`config.mk`:
```
export PLATFORM = sky130hd
export DESIGN_NAME = wadc_backend
export DESIGN_NICKNAME = d
export VERILOG_FILES = /design/src/rtl/wadc_pkg.sv /design/src/rtl/wadc_popcount.sv /design/src/rtl/wadc_cnt_ctrl.sv /design/src/rtl/wadc_chan.sv /design/src/rtl/wadc_backend.sv
export SDC_FILE = /design/constraint.sdc
export NUM_CORES = 2
export LEC_CHECK = 0
export ABC_AREA = 1
export BUFFER_PORTS_ARGS = -buffer_cell sky130_fd_sc_hd__buf_2
export CAP_MARGIN = 0
export CORE_AREA = 2 2 453 455
export CTS_BUF_LIST = sky130_fd_sc_hd__clkbuf_16
export CTS_CLUSTER_DIAMETER = 40
export CTS_CLUSTER_SIZE = 30
export DETAILED_ROUTE_END_ITERATION = 8
export DIE_AREA = 0 0 455 457
export HOLD_SLACK_MARGIN = 0.05
export PLACE_DENSITY_LB_ADDON = 0.3
export SLEW_MARGIN = 20
export SYNTH_ARGS = -nofsm -noshare
export SYNTH_HDL_FRONTEND = slang
export SYNTH_SLANG_ARGS = --single-unit
```
`constraint.sdc`:
```
create_clock -name clk_i -period 10.63 [get_ports clk_i]
set_clock_uncertainty 0.2 [all_clocks]
set_input_delay 1.063 -clock clk_i [delete_from_list [all_inputs] [get_ports clk_i]]
set_output_delay 1.063 -clock clk_i [all_outputs]
set_load 0.02 [all_outputs]
```
`src/rtl/wadc_pkg.sv`:
```
package wadc_pkg;
  typedef enum logic [1:0] {
    PH_IDLE = 2'd0,
    PH_HOLD = 2'd1,
    PH_RUN  = 2'd2,
    PH_DONE = 2'd3
  } phase_e;
endpackage

```
`src/rtl/wadc_popcount.sv`:
```
module wadc_popcount #(
  parameter int N = 128,
  parameter int W = $clog2(N + 1)
) (
  input  logic [N-1:0] bits_i,
  output logic [W-1:0] count_o
);
  always_comb begin
    count_o = '0;
    for (int i = 0; i < N; i++) begin
      count_o = count_o + W'(bits_i[i]);
    end
  end
endmodule

```
`src/rtl/wadc_cnt_ctrl.sv`:
```
module wadc_cnt_ctrl
  import wadc_pkg::*;
#(
  parameter int CNT_W = 8,
  parameter int FC_W  = 8
) (
  input  logic             clk_i,
  input  logic             rst_ni,
  input  logic             ramp_rst_i,
  input  logic             cnt_rst_i,
  input  logic             dps_en_i,
  input  logic [CNT_W-1:0] modulo_i,
  input  logic [FC_W-1:0]  fire_thr_i,
  input  logic [FC_W-1:0]  fired_cnt_i,
  output logic [CNT_W-1:0] cnt_o,
  output logic             run_o,
  output logic             hold_o,
  output logic             sat_o,
  output logic             done_o
);
  phase_e             phase_q;
  logic [CNT_W-1:0]   cnt_q;
  logic               at_top;

  assign at_top = (cnt_q >= modulo_i);

  always_ff @(posedge clk_i or negedge rst_ni) begin
    if (!rst_ni) begin
      phase_q <= PH_IDLE;
      cnt_q   <= '0;
    end else if (ramp_rst_i) begin
      phase_q <= PH_IDLE;
      cnt_q   <= '0;
    end else if (cnt_rst_i) begin
      phase_q <= dps_en_i ? PH_HOLD : PH_RUN;
      cnt_q   <= '0;
    end else begin
      unique case (phase_q)
        PH_HOLD: if (fired_cnt_i >= fire_thr_i) phase_q <= PH_RUN;
        PH_RUN: begin
          if (at_top) phase_q <= PH_DONE;
          else        cnt_q   <= cnt_q + 1'b1;
        end
        default: ;
      endcase
    end
  end

  assign cnt_o  = cnt_q;
  assign run_o  = (phase_q == PH_RUN);
  assign hold_o = (phase_q == PH_HOLD);
  assign sat_o  = run_o && at_top;
  assign done_o = (phase_q == PH_DONE);
endmodule

```
`src/rtl/wadc_chan.sv`:
```
module wadc_chan #(
  parameter int CNT_W = 8
) (
  input  logic             clk_i,
  input  logic             rst_ni,
  input  logic             clr_i,
  input  logic             en_i,
  input  logic             sat_i,
  input  logic             pol_i,
  input  logic             cmp_i,
  input  logic [CNT_W-1:0] cnt_i,
  output logic [CNT_W-1:0] code_o,
  output logic             got_o
);
  logic cmp_q;
  logic trig;

  // pol_i=0 rising, pol_i=1 falling
  assign trig = pol_i ? (cmp_q & ~cmp_i) : (~cmp_q & cmp_i);

  always_ff @(posedge clk_i or negedge rst_ni) begin
    if (!rst_ni) cmp_q <= 1'b0;
    else         cmp_q <= cmp_i;
  end

  always_ff @(posedge clk_i or negedge rst_ni) begin
    if (!rst_ni) begin
      code_o <= '0;
      got_o  <= 1'b0;
    end else if (clr_i) begin
      code_o <= '0;
      got_o  <= 1'b0;
    end else if (!got_o && (sat_i || (en_i && trig))) begin
      code_o <= cnt_i;
      got_o  <= 1'b1;
    end
  end
endmodule

```
`src/rtl/wadc_backend.sv`:
```
module wadc_backend #(
  parameter int NUM_CH = 128,
  parameter int CNT_W  = 8
) (
  input  logic                       clk_i,
  input  logic                       rst_ni,
  input  logic                       ramp_rst_i,
  input  logic                       cnt_rst_i,
  input  logic                       dps_en_i,
  input  logic                       cmp_pol_i,
  input  logic [CNT_W-1:0]           modulo_i,
  input  logic [$clog2(NUM_CH+1)-1:0] fire_thr_i,
  input  logic [NUM_CH-1:0]          cmp_i,
  output logic [NUM_CH*CNT_W-1:0]    code_o,
  output logic                       done_o
);
  localparam int FC_W = $clog2(NUM_CH + 1);

  logic [CNT_W-1:0]  cnt_q;
  logic              run_q;
  logic              hold_q;
  logic              sat;
  logic [NUM_CH-1:0] got;
  logic [FC_W-1:0]   fired_cnt;
  logic              lat_en;
  logic              clr;

  // a ramp-reset also blocks capture in the cycle it is applied
  assign clr    = ramp_rst_i;
  assign lat_en = (run_q || hold_q) && !cnt_rst_i;

  wadc_cnt_ctrl #(.CNT_W(CNT_W), .FC_W(FC_W)) ctrl_i (
    .clk_i       (clk_i),
    .rst_ni      (rst_ni),
    .ramp_rst_i  (ramp_rst_i),
    .cnt_rst_i   (cnt_rst_i),
    .dps_en_i    (dps_en_i),
    .modulo_i    (modulo_i),
    .fire_thr_i  (fire_thr_i),
    .fired_cnt_i (fired_cnt),
    .cnt_o       (cnt_q),
    .run_o       (run_q),
    .hold_o      (hold_q),
    .sat_o       (sat),
    .done_o      (done_o)
  );

  wadc_popcount #(.N(NUM_CH), .W(FC_W)) pop_i (
    .bits_i  (got),
    .count_o (fired_cnt)
  );

  for (genvar c = 0; c < NUM_CH; c++) begin : g_ch
    wadc_chan #(.CNT_W(CNT_W)) chan_i (
      .clk_i  (clk_i),
      .rst_ni (rst_ni),
      .clr_i  (clr),
      .en_i   (lat_en),
      .sat_i  (sat && !cnt_rst_i),
      .pol_i  (cmp_pol_i),
      .cmp_i  (cmp_i[c]),
      .cnt_i  (cnt_q),
      .code_o (code_o[c*CNT_W +: CNT_W]),
      .got_o  (got[c])
    );
  end
endmodule

```
# ---- After elaboration in Yosys (flattened, before gate mapping)
# Index checks and enable logic that the tools add are counted.
dict set report op_classes {
  add_sub_neg 128
  n_lt_le_gt_ge 2
  n_eq_ne 6
  n_mux 650
  n_bitwise 512
  reduce_logical 649
}
# operator count
set ops {}
lappend ops {{$mux W8} 260}
lappend ops {{$add A8 B1 Y8} 126}
lappend ops {{$mux W1} 384}
lappend ops {{$logic_and A1 B1 Y1} 259}
lappend ops {{$and A1 B1 Y1} 256}
lappend ops {{$not A1 Y1} 256}
lappend ops {{$reduce_bool A2 Y1} 128}
lappend ops {{$logic_not A1 Y1} 129}
lappend ops {{$logic_or A1 B1 Y1} 129}
lappend ops {{$ge A8 B8 Y1} 2}
lappend ops {{$mux W2} 5}
lappend ops {{$add A8 B1 Y8 const B} 1}
lappend ops {{$eq A2 B2 Y1 const B} 2}
lappend ops {{$ne A4 B3 Y1 const B} 1}
lappend ops {{$ne A4 B4 Y1 const B} 1}
lappend ops {{$pmux W2 S2} 1}
lappend ops {{$reduce_bool A4 Y1} 1}
lappend ops {{$ne A3 B3 Y1 const B} 1}
lappend ops {{$reduce_and A3 Y1} 1}
lappend ops {{$reduce_bool A3 Y1} 1}
lappend ops {{$add A1 B1 Y2} 1}
lappend ops {{$eq A2 B1 Y1 const B} 1}
lappend ops {{$reduce_and A2 Y1} 1}
dict set report totals {
  ff_bits 1290
  input_bits 150
  output_inout_bits 1025
  elab_cells 2333
}

# ---- Logic depth before layout (Yosys ltp)
dict set report logic_depth {
  depth_word 132
  depth_mapped 34
}

# ---- By module
# Synthesis repeated with hierarchy kept, for this count alone.
dict set report hier_totals {
  cells_unflattened 6942
  hier_area_um2 63768.7
}
# mod instances cells_each area_each_um2 seq_area_each_um2
set by_module_without_submodules {}
lappend by_module_without_submodules {wadc_chan 128 50 461.7 250.2}
lappend by_module_without_submodules {wadc_popcount 1 371 3527.1 0.0}
lappend by_module_without_submodules {wadc_cnt_ctrl 1 167 1129.8 250.2}
lappend by_module_without_submodules {wadc_backend 1 4 15.0 0.0}

# ---- Worst setup path after synthesis
# No wires, ideal clock.
dict set report synth_path {
  path_kind {flip-flop to flip-flop}
  startpoint {register g_ch[0].chan_i.got_o}
  endpoint {register ctrl_i.phase_q[0]}
  setup_ps 117
  arrival_ps 7777
  required_time_ps 10313
  setup_slack_ps 2536
  path_stages_with_launch 28
  synth_period_minus_slack_ps 8094
  cell_sequence {dfrtp_1 ha_1 inv_1 fa_1 fa_1 fa_1 fa_1 fa_1 fa_1 fa_1 fa_1 fa_1 fa_1 fa_1 fa_1 o21ai_0 nand2_1 nand2_1 a21oi_1 xnor2_1 ha_1 nand2_1 nor2_1 nand4_1 nand4_1 nand3_1 nand3_1 nand2_1}
}
dict set report synth_via {
  elab_chain_cells 130
}
# element line
set synth_rtl {}
lappend synth_rtl {{from (decl)} wadc_chan.sv:13} ;# output logic got_o
lappend synth_rtl {{from (signal assigned)} wadc_chan.sv:29} ;# got_o <= 1'b0;
lappend synth_rtl {{from (signal assigned)} wadc_chan.sv:32} ;# got_o <= 1'b0;
lappend synth_rtl {{from (signal assigned)} wadc_chan.sv:35} ;# got_o <= 1'b1;
lappend synth_rtl {{$add A1 B1 Y2} wadc_popcount.sv:11} ;# count_o = count_o + W'(bits_i[i]);
lappend synth_rtl {{$add A8 B1 Y8 (126 in a row)} wadc_popcount.sv:11}
lappend synth_rtl {{$ge A8 B8 Y1} wadc_cnt_ctrl.sv:39} ;# PH_HOLD: if (fired_cnt_i >= fire_thr_i) phase_q <= PH_RUN;
lappend synth_rtl {{$ne A4 B3 Y1 (no line)} --}
lappend synth_rtl {{$reduce_and A3 Y1 (no line)} --}
lappend synth_rtl {{to (signal assigned)} wadc_cnt_ctrl.sv:35} ;# phase_q <= dps_en_i ? PH_HOLD : PH_RUN;
lappend synth_rtl {{to (decl)} wadc_cnt_ctrl.sv:21} ;# phase_e phase_q;
# No other way between the ends.
# A chain may end at the register's enable or synchronous reset.

# ---- Final worst setup path
dict set report layout_path {
  startpoint {register g_ch[24].chan_i.got_o}
  endpoint {register ctrl_i.phase_q[0]}
}
dict set report layout_via {
  elab_chain_cells 107
}
# element line
set layout_rtl {}
lappend layout_rtl {{from (decl)} wadc_chan.sv:13}
lappend layout_rtl {{from (signal assigned)} wadc_chan.sv:29}
lappend layout_rtl {{from (signal assigned)} wadc_chan.sv:32}
lappend layout_rtl {{from (signal assigned)} wadc_chan.sv:35}
lappend layout_rtl {{$add A8 B1 Y8 (104 in a row)} wadc_popcount.sv:11}
lappend layout_rtl {{$ge A8 B8 Y1} wadc_cnt_ctrl.sv:39}
lappend layout_rtl {{$ne A4 B3 Y1 (no line)} --}
lappend layout_rtl {{$reduce_and A3 Y1 (no line)} --}
# No other way between the ends.

==> summary.txt <==
Yosys
  – Synthesized net count: about 6,600
  – Area share of and/or/nand/nor cells after synthesis: 31.43%
  – XOR/XNOR share of the synthesized area: less than 1%
  – Part of the Yosys area used for sequential elements: 55.70%
  – Post-synthesis share of cell area spent on full adders, half adders and majority gates: 4.966%
  – Main combinational cell family by area after synthesis: simple AND/OR/NAND/NOR gates
  – Number of distinct library cells after synthesis: 33
  – Synth Area in Compound Gates: 2.658%
  – Number of instances in the synthesized netlist: around 6,300
  – Register bit total from synthesis: 1,290
  – Syn_area_per_cell: between 9 and 10 µm²
  – Multiplexer area fraction after synthesis: 0%
  – Post-synth design cell area: roughly 0.058 mm²
  – Synth warn: 0

Global route
  – Total grt overflow: 0
  – Global-route wire length before repair: 381,500 µm
  – Pin count of the biggest net entering global routing: 220
  – Number of global-route vias before repair: 50,760
  – Antenna violations before repair: 59
  – Total global-route track usage: 25.52%

Power and ir drop
  – Post-layout total power: about 15,000 µW
  – Largest vdd supply drop: 0.3560 mV
  – Power Dens Cells: between 200 and 250 mW/mm²
  – Leakage power figure: 0.04268 µW

Critical path
  – Crit path capture type: flop
  – Worst flop-to-flop path endpoint: ctrl_i.phase_q[0]
  – Crit Reg-Reg Startpoint: g_ch[24].chan_i.got_o
  – Signal arrival time at the worst endpoint: around 9.4 ns
  – Top cell by count, worst path: sky130_fd_sc_hd__fa_1
  – Critical Path Start Type: flop
  – Critical path's slowest cell: sky130_fd_sc_hd__fa_1
  – Worst reg2reg setup slack: 1.77 ns
  – Required time worst endpoint: 11.16 ns
  – Length in cells of the worst reg-to-reg path: 29
  – Critical Path Max Stage Delay: 0.60 ns
  – Worst setup path startpoint: g_ch[24].chan_i.got_o
  – Critical path destination: ctrl_i.phase_q[0]
  – Largest fanout of any net on the critical path: 10
  – Category of the most critical setup path: reg -> reg

Clock tree
  – Number of buffers created by CTS: 234
  – Sinks on the clock net: around 1,300
  – CTS tree: built
  – Cell at the root of the clock tree: sky130_fd_sc_hd__clkbuf_16
  – Clock transition at the registers of the reported paths: 0.05 ns
  – H-tree depth: 4
  – CTS max path bufs: 3
  – Insertion delay of the later-clocked pin in the worst-skew pair: 0.88 ns

Floorplan
  – Core Rows: 166
  – Die width: 455 µm
  – Num ports: ~1,200
  – Core footprint: 0.2033 mm²
  – Floorplan die height: between 400 and 500 µm
  – Initial cell density of the core: 28.50%
  – Die Area: a little over 0.2 mm²

Timing
  – Setup_tns: 0 ns
  – Highest clock frequency the design can meet: between 0.1 and 0.15 GHz
  – Slew margin rel.: 17.37%
  – Final count of negative-setup-slack endpoints: 0
  – Slew at the pin closest to its max-slew limit: 1.240 ns
  – Hold Vio Cnt, Final: 0
  – Fin crit share: 83.33%
  – Final max-slew violation count: 0
  – Clock period minus worst slack: 8.858 ns
  – RSZ-0062 raised after global routing: false

Placement
  – Final estimated routing congestion in global placement: 0.8748
  – HPWL after detailed placement: 194,700 µm
  – Count of input and output buffers: 1,174

Drt
  – Mean routed wirelength per cell: approximately 26 µm
  – DRC violations left: 0
  – Via count: 52,440
  – Iteration-0 DRC count of the detailed router: 5,411
  – Antenna-violating nets left: 0
  – Detailed-route vias per instance: about 5.0
  – Detailed Routing Iterations Pass 1: 6
  – Routed WL: roughly 270,000 µm

Finish
  – Area of the multi-input gates: 0.02277 mm²
  – Post-layout nets: around 8,000
  – # fillers: 20,730
  – Area occupied by registers: 0.03228 mm²
  – Most frequent standard cell in the layout excluding fill and tap cells: sky130_fd_sc_hd__nand3_1
  – Area Growth Syn to Fin: 29.15%
  – Most frequent cells in the layout: 2,060 x sky130_fd_sc_hd__nand3_1, 1,442 x sky130_fd_sc_hd__nand2_1, 1,290 x sky130_fd_sc_hd__dfrtp_1
  – Share of final-layout standard cells stronger than drive strength 1: between 20% and 30%

Hold path
  – Worst Min Path Start: cmp_i[114]
  – Tightest Hold Check Type: in -> reg

Outcome
  – Result of the run: completed

Job
  – Max-cap violations: 0
-- registers in the layout (all words and copies together) (netlist names) --
register,cells
g_ch.chan_i.got_o,128
g_ch.chan_i.cmp_q,128
ctrl_i.cnt_o,8
ctrl_i.phase_q,2
g_ch.chan_i.code_o,1024
-- worst max-delay path, delay by kind of cell (launching register included) --
kind / cells / cell delay, ns
adders and majority gates: 13 / 6.22
and+or+nand+nor: 9 / 0.82
buffers and inverters: 3 / 0.52
AOI/OAI and AO/OA: 3 / 0.41
DFF: 1 / 0.38
xor gates and xnor gates: 1 / 0.18
-- layer usage --
metal | up-vias | wire, µm | share of wire [%] | GRT usage, %
met4 | 8 | 15710 | 5.8 | 13.75
met2 | 2298 | 126600 | 46 | 40.41
met3 | 551 | 22000 | 8.1 | 6.899
met1 | 26060 | 108800 | 40 | 31.51
li1 | 23520 | - | - | -
met5 | - | 47 | 0.017 | 0
-- cells by family (layout without fill, tap and decap cells) --
kind of cell | after synthesis | after routing
compound gates | 284 | 284
other cells | 0 | 31
fa+ha+maj | 161 | 161
xor+xnor | 7 | 7
buf+inv | 708 | 2099
simple gates | 3829 | 3829
flops | 1290 | 1290
-- per-stage QoR --
step	utilization (%)	setup WS [ns]	instance area (µm²)	cells	hold WS [ns]
6_report	36.81	1.772	74840	10390	0.1462
5_1_grt	36.80	1.335	74820	10380	0.07383
4_1_cts	36.76	1.726	74760	10360	0.05020
3_5_place_dp	32.64	1.821	66370	9892	0.2823
3_3_place_gp	32.64	1.854	66370	9892	0.2793
2_1_floorplan	-	2.536	57950	6279	0.2888
-- how the worst min path moves through the flow --
stage / endpoint / slack (ns) / cells past startpoint
floorplan: g_ch[104].chan_i.got_o / 0.29 / 2
global placement: g_ch[84].chan_i.code_o[5] / 0.28 / 2
detailed placement: g_ch[120].chan_i.code_o[4] / 0.28 / 2
CTS: g_ch[15].chan_i.cmp_q / 0.05 / 1
global route: g_ch[102].chan_i.cmp_q / 0.07 / 1
finish: g_ch[114].chan_i.cmp_q / 0.15 / 1
-- timing repair --
item / 4_1_cts / 5_1_grt
hold endpoints to repair: 116 / 0
gates resized for setup: 0 / 0
buffers inserted: 0 / 0
hold buffers: 21 / 0
-- cells in the mapped netlist --
library cell | n | share of area (%)
sky130_fd_sc_hd__nand3b_1 | 1 | 0.013
sky130_fd_sc_hd__nand2_1 | 1442 | 9.3
sky130_fd_sc_hd__clkinv_1 | 62 | 0.40
sky130_fd_sc_hd__nor3_1 | 4 | 0.035
sky130_fd_sc_hd__a21oi_1 | 14 | 0.12
sky130_fd_sc_hd__buf_12 | 10 | 0.35
sky130_fd_sc_hd__buf_6 | 2 | 0.039
sky130_fd_sc_hd__buf_4 | 6 | 0.078
sky130_fd_sc_hd__a21o_1 | 1 | 0.013
sky130_fd_sc_hd__fa_1 | 115 | 4.0
sky130_fd_sc_hd__inv_2 | 66 | 0.43
sky130_fd_sc_hd__clkbuf_1 | 181 | 1.2
sky130_fd_sc_hd__o21ai_0 | 158 | 1.4
sky130_fd_sc_hd__nand2_2 | 137 | 1.5
sky130_fd_sc_hd__nand3_1 | 2060 | 18
sky130_fd_sc_hd__buf_8 | 3 | 0.078
sky130_fd_sc_hd__nand4_1 | 3 | 0.032
sky130_fd_sc_hd__nor2_1 | 61 | 0.40
sky130_fd_sc_hd__xnor2_1 | 4 | 0.060
sky130_fd_sc_hd__o21ai_1 | 21 | 0.18
sky130_fd_sc_hd__o211ai_1 | 1 | 0.013
sky130_fd_sc_hd__buf_2 | 67 | 0.58
sky130_fd_sc_hd__nand2_4 | 120 | 2.3
sky130_fd_sc_hd__dfrtp_1 | 1290 | 56
sky130_fd_sc_hd__ha_1 | 46 | 0.99
sky130_fd_sc_hd__inv_1 | 281 | 1.8
sky130_fd_sc_hd__inv_4 | 1 | 0.011
sky130_fd_sc_hd__xor2_1 | 3 | 0.045
sky130_fd_sc_hd__o22ai_1 | 87 | 0.94
sky130_fd_sc_hd__and3_1 | 1 | 0.011
sky130_fd_sc_hd__o21a_1 | 1 | 0.013
sky130_fd_sc_hd__o31ai_1 | 1 | 0.013
sky130_fd_sc_hd__buf_1 | 29 | 0.19
-- where the power goes --
part,switching [µW],total (µW),internal (µW)
logic,1720,2650,929
registers,40.5,5010,4970
clock network,2850,7710,4860
-- final cells by class --
| class | instances | area share [%] |
|---|---|---|
| Sequential cell | 1290 | 43.13 |
| Multi-Input combinational cell | 4281 | 30.43 |
| Timing Repair Buffer | 1244 | 8.850 |
| Clock buffer | 236 | 7.891 |
| Tap cell | 2688 | 4.494 |
| Clock inverter | 209 | 3.028 |
| Inverter | 410 | 2.076 |
| Antenna cell | 31 | 0.1036 |
(Power assumes the default switching activity.)
